### src/rtl/cjm_pkg.sv
package cjm_pkg;
    // Number of register stages between the joined input and the output
    localparam int unsigned CJM_DEPTH = 4;

    typedef struct packed {
        logic vld;
        logic last;
    } cjm_tag_t;
endpackage

### src/rtl/cjm_join.sv
module cjm_join (
    input  logic a_vld,
    input  logic b_vld,
    input  logic adv,
    output logic a_rdy,
    output logic b_rdy,
    output logic fire
);
    // Each side is ready only when its partner is offering data and the
    // pipeline moves this cycle
    always_comb begin
        a_rdy = b_vld & adv;
        b_rdy = a_vld & adv;
        fire  = a_vld & b_vld & adv;
    end
endmodule

### src/rtl/cjm_datapath.sv
module cjm_datapath
    import cjm_pkg::*;
#(
    parameter int A_LANE = 24,
    parameter int A_BITS = 21,
    parameter int B_BITS = 16,
    parameter int DROP   = 6,
    localparam int P_W    = A_BITS + B_BITS,
    localparam int FULL_W = P_W + 1,
    localparam int OUT_W  = FULL_W - DROP
) (
    input  logic                  clk,
    input  logic                  rst,
    input  logic                  adv,
    input  logic                  in_fire,
    input  logic [2*A_LANE-1:0]   in_a,
    input  logic [2*B_BITS-1:0]   in_b,
    input  logic                  in_last,
    output logic                  out_vld,
    output logic                  out_last,
    output logic [2*OUT_W-1:0]    out_data
);
    typedef struct packed {
        cjm_tag_t                   t1;
        logic signed [A_BITS-1:0]   ai;
        logic signed [A_BITS-1:0]   aq;
        logic signed [B_BITS-1:0]   br;
        logic signed [B_BITS-1:0]   bi;
        cjm_tag_t                   t2;
        logic signed [P_W-1:0]      p_ir;
        logic signed [P_W-1:0]      p_qi;
        logic signed [P_W-1:0]      p_ii;
        logic signed [P_W-1:0]      p_qr;
        cjm_tag_t                   t3;
        logic signed [FULL_W-1:0]   re;
        logic signed [FULL_W-1:0]   im;
        cjm_tag_t                   t4;
        logic [2*OUT_W-1:0]         dout;
    } pipe_t;

    pipe_t pipe_d, pipe_q;

    // Lane guard bits carry only sign extension and are not used
    logic unused_lane_hi;
    assign unused_lane_hi = ^{in_a[A_LANE-1:A_BITS], in_a[2*A_LANE-1:A_LANE+A_BITS]};

    // Operand routing for the four partial products
    logic signed [A_BITS-1:0] mul_a [4];
    logic signed [B_BITS-1:0] mul_b [4];
    logic signed [P_W-1:0]    mul_p [4];

    always_comb begin
        mul_a[0] = pipe_q.ai;  mul_b[0] = pipe_q.br;
        mul_a[1] = pipe_q.aq;  mul_b[1] = pipe_q.bi;
        mul_a[2] = pipe_q.ai;  mul_b[2] = pipe_q.bi;
        mul_a[3] = pipe_q.aq;  mul_b[3] = pipe_q.br;
    end

    for (genvar k = 0; k < 4; k++) begin : g_prod
        assign mul_p[k] = P_W'(mul_a[k]) * P_W'(mul_b[k]);
    end

    always_comb begin
        pipe_d = pipe_q;
        if (adv) begin
            // stage 1: operand capture
            pipe_d.t1.vld  = in_fire;
            pipe_d.t1.last = in_last;
            if (in_fire) begin
                pipe_d.ai = in_a[A_BITS-1:0];
                pipe_d.aq = in_a[A_LANE+A_BITS-1:A_LANE];
                pipe_d.br = in_b[B_BITS-1:0];
                pipe_d.bi = in_b[2*B_BITS-1:B_BITS];
            end
            // stage 2: partial products
            pipe_d.t2   = pipe_q.t1;
            pipe_d.p_ir = mul_p[0];
            pipe_d.p_qi = mul_p[1];
            pipe_d.p_ii = mul_p[2];
            pipe_d.p_qr = mul_p[3];
            // stage 3: full-precision sums
            pipe_d.t3 = pipe_q.t2;
            pipe_d.re = FULL_W'(pipe_q.p_ir) - FULL_W'(pipe_q.p_qi);
            pipe_d.im = FULL_W'(pipe_q.p_ii) + FULL_W'(pipe_q.p_qr);
            // stage 4: drop low bits and pack
            pipe_d.t4   = pipe_q.t3;
            pipe_d.dout = {pipe_q.im[FULL_W-1:DROP], pipe_q.re[FULL_W-1:DROP]};
        end
    end

    always_ff @(posedge clk) begin
        pipe_q <= pipe_d;
        if (rst) begin
            pipe_q.t1.vld <= 1'b0;
            pipe_q.t2.vld <= 1'b0;
            pipe_q.t3.vld <= 1'b0;
            pipe_q.t4.vld <= 1'b0;
        end
    end

    assign out_vld  = pipe_q.t4.vld;
    assign out_last = pipe_q.t4.last;
    assign out_data = pipe_q.dout;
endmodule

### src/rtl/cplx_join_mult.sv
module cplx_join_mult #(
    parameter int A_LANE = 24,
    parameter int A_BITS = 21,
    parameter int B_BITS = 16,
    parameter int DROP   = 6,
    localparam int OUT_W = A_BITS + B_BITS + 1 - DROP
) (
    input  logic                  clk,
    input  logic                  rst,
    input  logic [2*A_LANE-1:0]   s_a_tdata,
    input  logic                  s_a_tlast,
    input  logic                  s_a_tvalid,
    output logic                  s_a_tready,
    input  logic [2*B_BITS-1:0]   s_b_tdata,
    input  logic                  s_b_tlast,
    input  logic                  s_b_tvalid,
    output logic                  s_b_tready,
    output logic [2*OUT_W-1:0]    m_y_tdata,
    output logic                  m_y_tlast,
    output logic                  m_y_tvalid,
    input  logic                  m_y_tready
);
    logic join_fire;

    // The whole pipeline advances only when downstream accepts
    cjm_join u_join (
        .a_vld (s_a_tvalid),
        .b_vld (s_b_tvalid),
        .adv   (m_y_tready),
        .a_rdy (s_a_tready),
        .b_rdy (s_b_tready),
        .fire  (join_fire)
    );

    cjm_datapath #(
        .A_LANE (A_LANE),
        .A_BITS (A_BITS),
        .B_BITS (B_BITS),
        .DROP   (DROP)
    ) u_dp (
        .clk      (clk),
        .rst      (rst),
        .adv      (m_y_tready),
        .in_fire  (join_fire),
        .in_a     (s_a_tdata),
        .in_b     (s_b_tdata),
        .in_last  (s_a_tlast | s_b_tlast),
        .out_vld  (m_y_tvalid),
        .out_last (m_y_tlast),
        .out_data (m_y_tdata)
    );
endmodule

### config.mk
export PLATFORM = sky130hd
export DESIGN_NAME = cplx_join_mult
export DESIGN_NICKNAME = d
export VERILOG_FILES = /design/src/rtl/cjm_pkg.sv /design/src/rtl/cjm_join.sv /design/src/rtl/cjm_datapath.sv /design/src/rtl/cplx_join_mult.sv
export SDC_FILE = /design/constraint.sdc
export NUM_CORES = 2
export LEC_CHECK = 0
export BUFFER_PORTS_ARGS = -buffer_cell sky130_fd_sc_hd__buf_2
export CAP_MARGIN = 0
export CELL_PAD_IN_SITES_DETAIL_PLACEMENT = 1
export CELL_PAD_IN_SITES_GLOBAL_PLACEMENT = 2
export CORE_MARGIN = 4
export CORE_UTILIZATION = 38
export CTS_CLUSTER_DIAMETER = 100
export CTS_CLUSTER_SIZE = 12
export DETAILED_ROUTE_END_ITERATION = 10
export GPL_TIMING_DRIVEN = 0
export PLACE_DENSITY_LB_ADDON = 0.3
export SLEW_MARGIN = 20
export SYNTH_ARGS = -nofsm -noshare
export SYNTH_HDL_FRONTEND = slang
export SYNTH_HIERARCHICAL = 1
export SYNTH_SLANG_ARGS = --single-unit
### constraint.sdc
create_clock -name clk -period 8.3 [get_ports clk]
set_clock_uncertainty 0.2 [all_clocks]
set_input_delay 2.075 -clock clk [delete_from_list [all_inputs] [get_ports clk]]
set_output_delay 2.075 -clock clk [all_outputs]
set_load 0.05 [all_outputs]
==> key figures <==
Timing
  • Tmin final: 8.28 ns
  • Hold Slack: 0.192 ns
  • Total Negative Setup Slacks: 0 ns
  • Worst Tran Pin Value: 1.28 ns
  • Pins over their slew limit: 0
  • Hold Vio Cnt, Final: 0
  • Setup violations, final: 0
  • Fmax: 121 MHz
  • Slew HR: 0.149
  • Tcrit/Tclk final: 0.997

Route
  • DR vias/cell: 5.13
  • Detailed-route DRC error count: 0
  • First DRT Iteration DRCs: 2993
  • DR WL/cell: 25.2 um
  • Routed via count: 45704
  • Final ANT Viol Nets: 0
  • Detailed Route WL: 224000 um
  • Detailed Routing Iterations Pass 1: 5

Synthesis
  • Syn Inst Count: 6488
  • Main combinational cell family by area after synthesis: adder cells
  • Seq/Total Area, Yosys: 0.168
  • Cell variety after synth: 83
  • Syn nets: 8343
  • Number of synthesized register bits: 358
  • Yosys Warn Count: 6
  • Async S/R FF share, synth: 0
  • Prevailing post-synth register cell: edfxtp_1
  • Simple-gate share of the synthesized area: 0.130
  • Syn_area_per_cell: 9.82 um^2
  • Synth Area in Compound Gates: 0.0523
  • EDFF count, synth: 354
  • XOR/XNOR share of the synthesized area: 0.0287
  • Adder-cell share of the synthesized area: 0.504
  • Mapped cell area: 63700 um^2
  • Post-synthesis mux area share: 0.000786

Job
  • Max_cap viols: 0

Worst setup path
  • R2r worst-path depth: 20
  • Crit path launch type: flip-flop
  • Kind of critical path: flip-flop to flip-flop
  • Worst-path fanout max: 10
  • Worst r2r dst: u_dp/pipe_q[291]
  • Worst EP required: 8.50 ns
  • Worst Setup End Kind: flip-flop
  • Worst R2R Setup Slack: 0.02 ns
  • Critical path arrival: 8.48 ns
  • Reg2reg start: u_dp/mul_a[38]

Clock tree
  • Worst-Skew Late Latency: 0.68 ns
  • H-tree depth: 2
  • Number of buffers created by CTS: 45
  • Clock sink count: 358
  • Worst-path clk slew: 0.06 ns
  • Post-CTS Hold Buffers: 0
  • Clock root cell: clkbuf_16
  • Clock buffer depth: 3
  • CTS tree: built

Global routing
  • Initial antenna violation count: 42
  • GRT overflow: 0
  • First-pass GRT wire length: 333000 um
  • Largest net degree at the start of global routing: 93
  • Vias in the first global route: 50830
  • Total GRT Usage: 0.263

Layout
  • Most frequent cells in the layout: inv_1 (1567), fa_1 (1328), nand2_1 (846)
  • Design Area, Final: 69100 um^2
  • Fillcell total: 18872
  • Synthesis-to-finish area growth: 8.46%
  • FF/Latch Area: 10700 um^2
  • Multi-input gate area: 45700 um^2
  • Commonest non-fill, non-tap cell in the layout: inv_1
  • Final #Nets: 8547
  • Layout cells sized above 1: 0.0653

Floorplanning
  • # IOs: 155
  • Die height: 417 um
  • FP Rows: 149
  • Die W: 417 um
  • Die Area: 174000 um^2
  • Initial Util: 0.384
  • Core area: 166000 um^2

Place
  • Post-DP HPWL: 190000 um
  • Dpl cell area: 67400 um^2
  • IO Port Bufs: 148
  • Final GP Congestion: 0.948

Min path
  • Hold_sp: u_dp/pipe_q[80]
  • Hold EP: u_dp/out_data[40]
  • Hold Path Class: flip-flop to flip-flop
  • WHS Path Cells: 0

Outcome
  • Status: finished clean
## critical path, cell delays in order, from the launching register on
cell      delay, ns
edfxtp_1       0.77
buf_1          0.99
nand2_1        0.22
fa_1           0.58
inv_1          0.06
fa_1           0.49
fa_1           0.62
fa_1           0.46
fa_1           0.49
inv_1          0.05
fa_1           0.48
inv_1          0.05
ha_1           0.36
and4_1         0.31
and2_1         0.20
o211a_1        0.19
o41ai_2        0.44
nand3_1        0.21
nand3_1        0.16
a31oi_1        0.10
nor3_1         0.53
## routing by layer
metal	wire [um]	GRT usage	vias to the layer above
li1	-	-	19725
met1	92300	0.346	24268
met2	107000	0.445	1320
met3	13000	0.0294	381
met4	11800	0.109	10
met5	71	0	-
## worst max path at each step
stage	slack, ns	endpoint	depth (start not counted)	start
2_1_floorplan	1.85	u_dp/pipe_q[253]	25	u_dp/mul_b[23]
3_3_place_gp	-3.37	u_dp/mul_a[36]	3	m_y_tready
3_5_place_dp	-0.73	u_dp/pipe_q[253]	25	u_dp/mul_b[24]
4_1_cts	0.02	u_dp/pipe_q[248]	23	u_dp/mul_b[17]
5_1_grt	-0.008	u_dp/pipe_q[253]	22	u_dp/mul_a[12]
6_report	0.02	u_dp/pipe_q[291]	20	u_dp/mul_a[38]
## cells by family after synthesis
| logic type | count (synthesis) |
|---|---|
| XOR/XNOR | 209 |
| adder cells (fa/ha/maj) | 1768 |
| AO/OA/AOI/OAI | 505 |
| flip-flops | 358 |
| AND/OR/NAND/NOR | 1744 |
| buffers and inverters | 1899 |
| multiplexers | 5 |
## sequential cells by signal (all words and copies together) (netlist names)
name,flops
u_dp/mul_a,42
u_dp/mul_b,32
u_dp/out_data,64
u_dp/out_last,1
u_dp/out_vld,1
u_dp/pipe_q,218
## timing repair
action	in CTS	in global routing
pin swaps	0	1
setup buffers	4	3
endpoints found under the setup margin	15	15
cloned	0	0
resized for setup	26	193
## Yosys cell counts (7+ instances only)
cell type | number | area [um^2]
o21ai_0 | 77 | 385
xnor2_1 | 158 | 1380
buf_1 | 7 | 26.3
nor3_1 | 27 | 135
and2_1 | 518 | 3240
clkbuf_1 | 258 | 968
xor2_1 | 51 | 447
o211ai_1 | 15 | 113
o31ai_1 | 7 | 52.6
fa_1 | 1328 | 26600
o21bai_1 | 22 | 165
o21a_1 | 17 | 128
a31oi_1 | 13 | 81.3
a211oi_1 | 20 | 150
o21ai_1 | 13 | 65.1
nor2_1 | 185 | 694
and3_1 | 19 | 119
ha_1 | 440 | 5510
nor2b_1 | 20 | 125
nand2b_1 | 40 | 250
a21oi_1 | 157 | 786
nand2_1 | 846 | 3180
nand4_1 | 17 | 106
inv_1 | 1567 | 5880
a21o_1 | 89 | 668
buf_4 | 64 | 480
or3_1 | 9 | 56.3
a21boi_0 | 9 | 67.6
nand3_1 | 35 | 175
edfxtp_1 | 354 | 10600
## stage by stage
| step | utilization | cells | setup WS (ns) |
|---|---|---|---|
| finish | 0.417 | 8903 | 0.0233 |
| global route | 0.417 | 8898 | -0.00812 |
| CTS | 0.416 | 8897 | 0.0171 |
| detailed placement | 0.406 | 8831 | -0.730 |
| global placement | 0.405 | 8825 | -3.37 |
| floorplan | - | 6488 | 1.85 |
## layout make-up
type / instances / share of cell area
Sequential cell: 358 / 0.155
Clock buffer: 46 / 0.0164
Inverter: 1567 / 0.0852
Antenna cell: 5 / 0.000181
Buffer: 328 / 0.0236
Tap cell: 2189 / 0.0397
Clock inverter: 18 / 0.00386
Multi-Input combinational cell: 4231 / 0.662
Timing Repair Buffer: 161 / 0.0145
Power is not shown: default switching activity piles up to over one toggle a cycle in this logic, so the estimate is an artifact.
